### config.mk
export PLATFORM = sky130hd
export DESIGN_NAME = gob_addr_gen
export DESIGN_NICKNAME = d
export VERILOG_FILES = /design/src/rtl/gob_addr_pkg.sv /design/src/rtl/gob_swizzle.sv /design/src/rtl/gob_block_place.sv /design/src/rtl/gob_mod_decode.sv /design/src/rtl/gob_addr_gen.sv
export SDC_FILE = /design/constraint.sdc
export NUM_CORES = 1
export LEC_CHECK = 0
export BUFFER_PORTS_ARGS = -buffer_cell sky130_fd_sc_hd__buf_2
export CAP_MARGIN = 20
export CORE_MARGIN = 5
export CORE_UTILIZATION = 45
export DETAILED_ROUTE_END_ITERATION = 10
export HOLD_SLACK_MARGIN = 0.06
export PLACE_DENSITY = 0.76
export SLEW_MARGIN = 10
export SYNTH_ARGS = -nofsm -noshare
export SYNTH_HDL_FRONTEND = slang
export SYNTH_HIERARCHICAL = 1
export SYNTH_SLANG_ARGS = --single-unit
### constraint.sdc
create_clock -name clk_i -period 1 [get_ports clk_i]
set_clock_uncertainty 0.2 [all_clocks]
set_input_delay 0.15 -clock clk_i [delete_from_list [all_inputs] [get_ports clk_i]]
set_output_delay 0.15 -clock clk_i [all_outputs]
set_load 0.02 [all_outputs]
### src/rtl/gob_addr_pkg.sv
`timescale 1ns/1ps
package gob_addr_pkg;
    // GOB geometry: 64 bytes wide, 8 lines tall, 512 bytes in memory
    localparam int GOB_W_LOG2     = 6;
    localparam int GOB_H_LOG2     = 3;
    localparam int GOB_BYTES_LOG2 = GOB_W_LOG2 + GOB_H_LOG2;
    localparam int MAX_HLOG2      = 5;

    localparam logic [23:0] CODE_PLAIN  = 24'd1;
    localparam logic [23:0] CODE_BLKLIN = 24'd2;

    typedef enum logic [1:0] {
        MK_FOREIGN = 2'd0,
        MK_PLAIN   = 2'd1,
        MK_BLKLIN  = 2'd2,
        MK_BLKBAD  = 2'd3
    } mkind_e;
endpackage

### src/rtl/gob_swizzle.sv
`timescale 1ns/1ps
// Byte position inside one GOB: Z-walk of 16Bx2-line sectors per 32B half.
module gob_swizzle
    import gob_addr_pkg::*;
(
    input  logic [GOB_W_LOG2-1:0]     xlo_i,
    input  logic [GOB_H_LOG2-1:0]     ylo_i,
    output logic [GOB_BYTES_LOG2-1:0] intra_o
);
    always_comb begin
        intra_o = {xlo_i[5], ylo_i[2:1], xlo_i[4], ylo_i[0], xlo_i[3:0]};
    end
endmodule

### src/rtl/gob_block_place.sv
`timescale 1ns/1ps
// Block index and GOB-in-block arithmetic; returns the 512-byte-aligned base.
module gob_block_place
    import gob_addr_pkg::*;
#(
    parameter int X_W   = 16,
    parameter int Y_W   = 14,
    parameter int WB_W  = 10,
    parameter int OFF_W = 32
) (
    input  logic [X_W-1:0]   x_i,
    input  logic [Y_W-1:0]   y_i,
    input  logic [WB_W-1:0]  wblk_i,
    input  logic [2:0]       hlog2_i,
    output logic [OFF_W-1:0] base_o,
    output logic             err_o
);
    logic [2:0]           hsel;
    logic [MAX_HLOG2-1:0] gmask;
    logic [Y_W-1:0]       gob_rows;
    logic [Y_W-1:0]       brow;
    logic [OFF_W-1:0]     bidx;
    logic [OFF_W-1:0]     gsel;

    // Mask that keeps hsel low bits of the GOB row number
    for (genvar i = 0; i < MAX_HLOG2; i++) begin : g_mask
        assign gmask[i] = (hsel > 3'(i));
    end

    always_comb begin
        err_o    = (hlog2_i > 3'(MAX_HLOG2));
        hsel     = err_o ? 3'd0 : hlog2_i;
        gob_rows = y_i >> GOB_H_LOG2;
        brow     = y_i >> (GOB_H_LOG2 + int'(hsel));
        bidx     = OFF_W'(brow) * OFF_W'(wblk_i) + OFF_W'(x_i >> GOB_W_LOG2);
        gsel     = OFF_W'(gob_rows & Y_W'(gmask));
        base_o   = ((bidx << hsel) | gsel) << GOB_BYTES_LOG2;
    end
endmodule

### src/rtl/gob_mod_decode.sv
`timescale 1ns/1ps
// Classifies a 64-bit layout-modifier word and extracts its height parameter.
module gob_mod_decode
    import gob_addr_pkg::*;
#(
    parameter logic [7:0] VENDOR_ID = 8'h03
) (
    input  logic [63:0] modw_i,
    output mkind_e      kind_o,
    output logic [2:0]  log2_o
);
    logic [7:0]  vend;
    logic [23:0] code;
    logic [31:0] parm;

    always_comb begin
        vend   = modw_i[63:56];
        code   = modw_i[55:32];
        parm   = modw_i[31:0];
        kind_o = MK_FOREIGN;
        log2_o = 3'd0;
        if (vend == VENDOR_ID) begin
            if (code == CODE_BLKLIN) begin
                if (parm <= 32'(MAX_HLOG2)) begin
                    kind_o = MK_BLKLIN;
                    log2_o = parm[2:0];
                end else begin
                    kind_o = MK_BLKBAD;
                end
            end else if (code == CODE_PLAIN && parm == 32'd0) begin
                kind_o = MK_PLAIN;
            end
        end
    end
endmodule

### src/rtl/gob_addr_gen.sv
`timescale 1ns/1ps
module gob_addr_gen
    import gob_addr_pkg::*;
#(
    parameter int         X_W       = 16,
    parameter int         Y_W       = 14,
    parameter int         WB_W      = 10,
    parameter int         OFF_W     = 32,
    parameter logic [7:0] VENDOR_ID = 8'h03
) (
    input  logic             clk_i,
    input  logic             rst_ni,
    input  logic             valid_i,
    input  logic [X_W-1:0]   x_i,
    input  logic [Y_W-1:0]   y_i,
    input  logic [WB_W-1:0]  wblk_i,
    input  logic [2:0]       hlog2_i,
    input  logic [63:0]      modw_i,
    output logic             valid_o,
    output logic [OFF_W-1:0] offset_o,
    output logic             herr_o,
    output logic [1:0]       mkind_o,
    output logic [2:0]       mlog2_o
);
    typedef struct packed {
        logic             vld;
        logic [OFF_W-1:0] off;
        logic             err;
        mkind_e           mkind;
        logic [2:0]       mlog2;
    } state_t;

    state_t st_d, st_q;

    logic [GOB_BYTES_LOG2-1:0] intra;
    logic [OFF_W-1:0]          base;
    logic                      herr;
    mkind_e                    mkind;
    logic [2:0]                mlog2;

    gob_swizzle swz_i (
        .xlo_i   (x_i[GOB_W_LOG2-1:0]),
        .ylo_i   (y_i[GOB_H_LOG2-1:0]),
        .intra_o (intra)
    );

    gob_block_place #(
        .X_W   (X_W),
        .Y_W   (Y_W),
        .WB_W  (WB_W),
        .OFF_W (OFF_W)
    ) place_i (
        .x_i     (x_i),
        .y_i     (y_i),
        .wblk_i  (wblk_i),
        .hlog2_i (hlog2_i),
        .base_o  (base),
        .err_o   (herr)
    );

    gob_mod_decode #(
        .VENDOR_ID (VENDOR_ID)
    ) mdec_i (
        .modw_i (modw_i),
        .kind_o (mkind),
        .log2_o (mlog2)
    );

    always_comb begin
        st_d     = st_q;
        st_d.vld = valid_i;
        if (valid_i) begin
            st_d.err   = herr;
            st_d.off   = herr ? '0 : (base | OFF_W'(intra));
            st_d.mkind = mkind;
            st_d.mlog2 = mlog2;
        end
    end

    always_ff @(posedge clk_i or negedge rst_ni) begin
        if (!rst_ni) begin
            st_q <= '{vld: 1'b0, off: '0, err: 1'b0, mkind: MK_FOREIGN, mlog2: 3'd0};
        end else begin
            st_q <= st_d;
        end
    end

    assign valid_o  = st_q.vld;
    assign offset_o = st_q.off;
    assign herr_o   = st_q.err;
    assign mkind_o  = st_q.mkind;
    assign mlog2_o  = st_q.mlog2;
endmodule

==> run_results.csv, run 1 <==
group,metric,value,unit
timing,final-max-slew-violation-count,0,
timing,hold_ws,-0.0650,ns
critical_path,crit_arrival,6.80,ns
critical_path,slowest_delay,0.60,ns
cells_and_area,fillers,966,
timing,period_share,6.83,
synth,synth-compound-area-share,0.113,
critical_path,rr_worst_depth,3,
synth,yosys-top-cells-area,"fa_1 22%, dfrtp_1 13%, ha_1 12%",
synth,synth_fa_ha_area_frac,0.337,
cts,cts_tree,"built",
routing,drt_wl_total,32.3,mm
timing,setup-tns-final,-126.45,ns
synth,ys.flop_type,"dfrtp_1",
place,dp_hpwl,17.8,mm
synth,synth_top_area_frac,0.220,
synth,yosys.area.top_type,"fa_1",
timing,fin_crit,6.83,ns
cts,cts_buffers,5,
routing,drt_first_iter_violations,1175,
synth,synthSimpleGateAreaFrac,0.199,
critical_path,cp_common_cell,"fa_1",
routing,avgViaCountPerCell,6.06,
run,cap_viol_max_count,0,
critical_path,rrSetupSlack,-0.19,ns
floorplan,core_area,15900,sq um
synth,seq_area_frac_synth,0.133,
synth,yosysMostFrequentCell,"inv_1",
routing,wl_per_cell,23.1,microns
floorplan,initial_core_util,0.462,
timing,tightest_slew,0.553,ns
cts,cts_max_level,2,
critical_path,r2r_start,"offset_o[29]",
floorplan,fp.dieW,138,microns
hold_path,hold_class,"input port to flip-flop",
floorplan,fp-row-count,46,
cells_and_area,synthToLayoutAreaGrowth,58.4,%
critical_path,endpoint_kind,"flip-flop",
floorplan,dieArea,19000,sq um
timing,hold_viol_final,6,
synth,syn-instance-count,868,
cells_and_area,regArea,977,sq um
cts,holdBufCountCts,3,
outcome,outcome,"finished with violations",
synth,synth_top_family_by_area,"adder cells",
place,pre_cts_slack,-5.88,ns
floorplan,io_pins,149,
hold_path,min_from,"x_i[2]",
critical_path,cp.required,0.97,ns
synth,synthDistinctLibCells,68,
critical_path,crit_type,"input port to flip-flop",
critical_path,worstSetupStartpointType,"input port",
cts,clockRootBuffer,"clkbuf_16",
timing,setup_viol,77,
timing,grt_setup_unrepaired,"true",
place,gp_congestion,0.940,
cts,clk_pin_slew,0.07,ns
timing,slew_headroom,0.629,
cells_and_area,nets,1442,
outcome,violations,"hold timing, setup timing",
cts,cts_sinks,39,
synth,syn_avg_cell_area,8.48,sq um
critical_path,path_max_fanout,8,
synth,synth_xor_area_frac,0.0214,
routing,ant_nets,0,
critical_path,r2r_end,"offset_o[29]",
timing,fmax,146,MHz
routing,drt_pass1_iterations,9,
critical_path,slowest_stage,"fa_1",
routing,dr_total_vias,8478,
grt,grt_pass1_wl,39.3,mm
cells_and_area,drive_above_1_share,0.496,
grt,grt_pass1_vias,8113,
place,portBuffers,148,
grt,grt.total_usage,0.260,
grt,antenna_found_initial,0,
cells_and_area,multi_input_area,6860,sq um
synth,yosys_warnings,6,
grt,grt_max_degree,40,
synth,synth_area,7360,sq um
hold_path,worstHoldPathCells,3,
cells_and_area,diodes,0,
synth,muxShareOfSynthArea,0.0729,
grt,grt_remaining_overflow,0,
cts,clkLatencyLatePin,0.28,ns
timing,worst_slack,-5.83,ns
cts,cts.path.max_buffers,2,
floorplan,die_y,138,microns
hold_path,worstHoldEndpoint,"offset_o[2]",
synth,ys_ff_latch,39,
synth,ys_async_sr_fraction,1.00,
routing,drc,0,
synth,synth_edf_count,0,
synth,synth_common_cells,"148 x inv_1, 89 x nand2_1, 81 x fa_1, 69 x ha_1, 39 x dfrtp_1",
## worst max-delay path, delay by kind of cell
kind	cells	cell delay, ns
multiplexers	1	0.47
AO/OA/AOI/OAI	8	1.44
buffers and inverters	6	0.72
adder cells (fa/ha/maj)	7	2.84
AND/OR/NAND/NOR	5	1.19
## what timing repair did
action | CTS | global route
cloned | 0 | 0
endpoints found under the hold margin | 49 | 8
pin swaps | 57 | 80
buffers inserted | 34 | 32
resized for setup | 177 | 130
endpoints found under the setup margin | 76 | 76
## layer usage
layer  part of all wire  up-vias  global-route usage  wire, microns
met1               0.33     4006               0.317          10700
li1                   -     3457                   -              -
met5                  0        -                   0              0
met4              0.093        0               0.120           2990
met3              0.092      303              0.0279           2960
met2               0.48      712               0.460          15600
## cell type report
cell class              instances  area share
flip-flops and latches         39      0.0838
repair buffers                362       0.245
inverters                     150      0.0485
clock buffers                   7      0.0114
multi-input cells             624       0.588
clock inverters                 1    0.000429
well taps                     216      0.0232
## worst max path at each step
stage | start | endpoint | slack (ns) | cells after the start
floorplan | hlog2_i[1] | offset_o[24] | -5.34 | 26
global placement | hlog2_i[1] | offset_o[28] | -5.71 | 27
detailed placement | hlog2_i[1] | offset_o[26] | -5.88 | 29
CTS | hlog2_i[2] | offset_o[26] | -5.30 | 27
global route | hlog2_i[2] | offset_o[26] | -5.97 | 27
finish | hlog2_i[2] | offset_o[26] | -5.83 | 27
## cells in the final DEF (no fill, tap or decap), types with 7 or more instances in the layout
cell | Yosys | final
buf_2 | 7 | 99
o21ai_2 | 0 | 12
o21ai_1 | 8 | 23
dfrtp_1 | 39 | 38
a21oi_4 | 0 | 7
mux2_4 | 7 | 10
nand3b_1 | 23 | 23
mux2i_2 | 0 | 7
buf_6 | 4 | 76
mux2i_4 | 0 | 11
nor3_1 | 15 | 10
conb_1 | 1 | 9
nand2_1 | 89 | 70
buf_4 | 18 | 176
o22ai_1 | 12 | 10
fa_1 | 81 | 77
nand3_1 | 7 | 7
and2_1 | 31 | 25
inv_2 | 1 | 16
o21ai_4 | 1 | 7
ha_1 | 69 | 43
inv_1 | 148 | 132
nor2b_1 | 15 | 11
nor2_1 | 30 | 25
a21oi_1 | 21 | 9
nand2_2 | 1 | 16
ha_4 | 0 | 25
and3_1 | 22 | 17
## logic make-up after synthesis
group / Yosys count
compound gates: 131
fa+ha+maj: 150
simple gates: 274
mux: 42
xor+xnor: 18
buf+inv: 213
flops: 39
other cells: 1
## stage by stage
step                      hold WS (ns)  utilization  cell area (sq um)  instances
after floorplan                 -0.346            -               7850        876
after global placement         -0.0678        0.606               9660       1324
after detailed placement       -0.0663        0.606               9660       1324
after CTS                      -0.0843        0.679              10800       1368
after global routing           -0.0516        0.732              11700       1399
final                          -0.0650        0.732              11700       1399
## state kept, by name, indices dropped and copies added (netlist names)
| name | count |
|---|---|
| mlog2_o | 3 |
| offset_o | 32 |
| valid_o | 1 |
| herr_o | 1 |
| mkind_o | 2 |
Power of run 1 is not shown: default switching activity piles up to over one toggle a cycle in this logic, so the estimate is an artifact.
==> inputs of run 2 (changes only) <==
--- a/config.mk
+++ b/config.mk
@@ -12,6 +12,7 @@
 export DETAILED_ROUTE_END_ITERATION = 10
 export HOLD_SLACK_MARGIN = 0.06
 export PLACE_DENSITY = 0.76
+export SKIP_CTS_REPAIR_TIMING = 1
 export SLEW_MARGIN = 10
 export SYNTH_ARGS = -nofsm -noshare
 export SYNTH_HDL_FRONTEND = slang
==> run 2 against run 1 <==
Compared with the run above: the run still ends with hold timing, setup timing left; via count decreased by 7.4%; largest cell class unchanged; final cell count decreased by 1.4%; final area decreased by 3.9%; non-clock buffer count decreased by 21; core utilization decreased by 2.9 points; fmax increased by 3.5%; hold slack got worse by 0.0014 ns; global-route usage decreased by 4.3 points; setup slack improved by 0.23 ns.
==> run_results.csv, run 2 (same netlist as run 1, synthesis figures left out) <==
group,metric,value,unit
timing,hold_viol_final,8,
grt,grt_pass1_wl,33.3,mm
cells_and_area,synthToLayoutAreaGrowth,52.2,%
cells_and_area,multi_input_area,6620,sq um
cts,cts_tree,"built",
cells_and_area,mostFrequentLayoutCell,"buf_4",
cts,cts.path.max_buffers,2,
hold_path,worstHoldEndpoint,"offset_o[3]",
cells_and_area,largest_reg_flops,32,
floorplan,initial_core_util,0.462,
outcome,outcome,"finished with violations",
floorplan,fp.dieW,138,microns
routing,drt_wl_total,26.8,mm
critical_path,critical_path_depth,28,
routing,drt_first_iter_violations,710,
critical_path,rrSetupSlack,-0.13,ns
routing,drc,0,
critical_path,slowest_stage,"fa_1",
grt,antenna_found_initial,1,
hold_path,hold_class,"input port to flip-flop",
cells_and_area,finish.utilization,0.703,
cts,cts_max_level,2,
floorplan,core_area,15900,sq um
timing,grt_setup_unrepaired,"true",
run,cap_viol_max_count,0,
routing,avgViaCountPerCell,5.69,
cts,cts_buffers,5,
critical_path,cp.required,1.01,ns
place,dp_hpwl,17.8,mm
timing,period_share,6.60,
routing,ant_nets,0,
timing,final-max-slew-violation-count,0,
grt,grt_max_degree,40,
timing,fmax,152,MHz
floorplan,fp-row-count,46,
grt,grt_remaining_overflow,0,
cells_and_area,fillers,1019,
cts,clkLatencyLatePin,0.28,ns
critical_path,r2r_start,"mlog2_o[1]",
place,gp_congestion,0.940,
floorplan,die_y,138,microns
critical_path,worstSetupStartpointType,"input port",
grt,grt_pass1_vias,7108,
cells_and_area,regArea,977,sq um
timing,fin_crit,6.60,ns
critical_path,cpLargestDelayFamily,"adder cells",
place,place_area,9660,sq um
routing,dr_total_vias,7851,
cts,clockRootBuffer,"clkbuf_16",
critical_path,crit_arrival,6.60,ns
grt,grt.total_usage,0.216,
timing,setup-tns-final,-122.01,ns
critical_path,slowest_delay,0.57,ns
cells_and_area,nets,1422,
floorplan,io_pins,149,
cts,clk_pin_slew,0.06,ns
critical_path,r2r_end,"mlog2_o[1]",
floorplan,dieArea,19000,sq um
timing,hold_ws,-0.0664,ns
critical_path,path_buf_inv,5,
cells_and_area,layout_common_cells,"173 x buf_4, 138 x inv_1, 100 x buf_2",
critical_path,crit_type,"input port to flip-flop",
cells_and_area,fin_area,11200,sq um
routing,drt_pass1_iterations,6,
critical_path,startpoint,"hlog2_i[2]",
critical_path,path_max_fanout,13,
routing,wl_per_cell,19.4,microns
critical_path,endpoint_kind,"flip-flop",
hold_path,worstHoldPathCells,3,
critical_path,rr_worst_depth,2,
cells_and_area,drive_above_1_share,0.457,
timing,setup_viol,76,
timing,worst_slack,-5.60,ns
cts,cts_sinks,39,
critical_path,cp_common_cell,"fa_1",
hold_path,min_from,"x_i[3]",
outcome,violations,"hold timing, setup timing",
place,portBuffers,148,
run 2: cell count changes in the layout (fill, tap and decap cells not counted), moves of 5 or more:
cell	change
o21ai_0	+8
buf_6	-19
ha_4	-6
ha_1	+6
nand2_2	-5
o21ai_1	-5
inv_2	-6
inv_1	+6
nand2_1	+6
run 2: metal layers:
metal,track usage,up-vias,part of all wire
met4,0.0499,0,0.050
met1,0.285,3819,0.35
met2,0.389,469,0.52
met5,0,-,0
met3,0.0171,139,0.070
li1,-,3424,-
run 2: layout make-up:
type	count	area share
Multi-Input combinational cell	625	0.591
Timing Repair Buffer	341	0.235
Sequential cell	39	0.0872
Inverter	150	0.0505
Tap cell	216	0.0241
Clock buffer	7	0.0118
Clock inverter	1	0.000447
Antenna cell	1	0.000223
run 2: worst min-delay path, stage by stage:
cell and delay, ns:
buf_2 0.08, nor2_1 0.04, o22ai_1 0.09
run 2: how the worst max path moves through the flow:
stage              endpoint  slack, ns
2_1_floorplan  offset_o[24]      -5.34
3_3_place_gp   offset_o[28]      -5.71
3_5_place_dp   offset_o[26]      -5.88
4_1_cts        offset_o[26]      -5.59
5_1_grt        offset_o[28]      -5.76
6_report       offset_o[24]      -5.60
run 2: through the flow:
stage               setup WS [ns]  instances
global placement            -5.71       1324
floorplan                   -5.34        876
finish                      -5.60       1380
CTS                         -5.59       1332
detailed placement          -5.88       1324
global route                -5.76       1380
Power of run 2 is left out for the same reason.
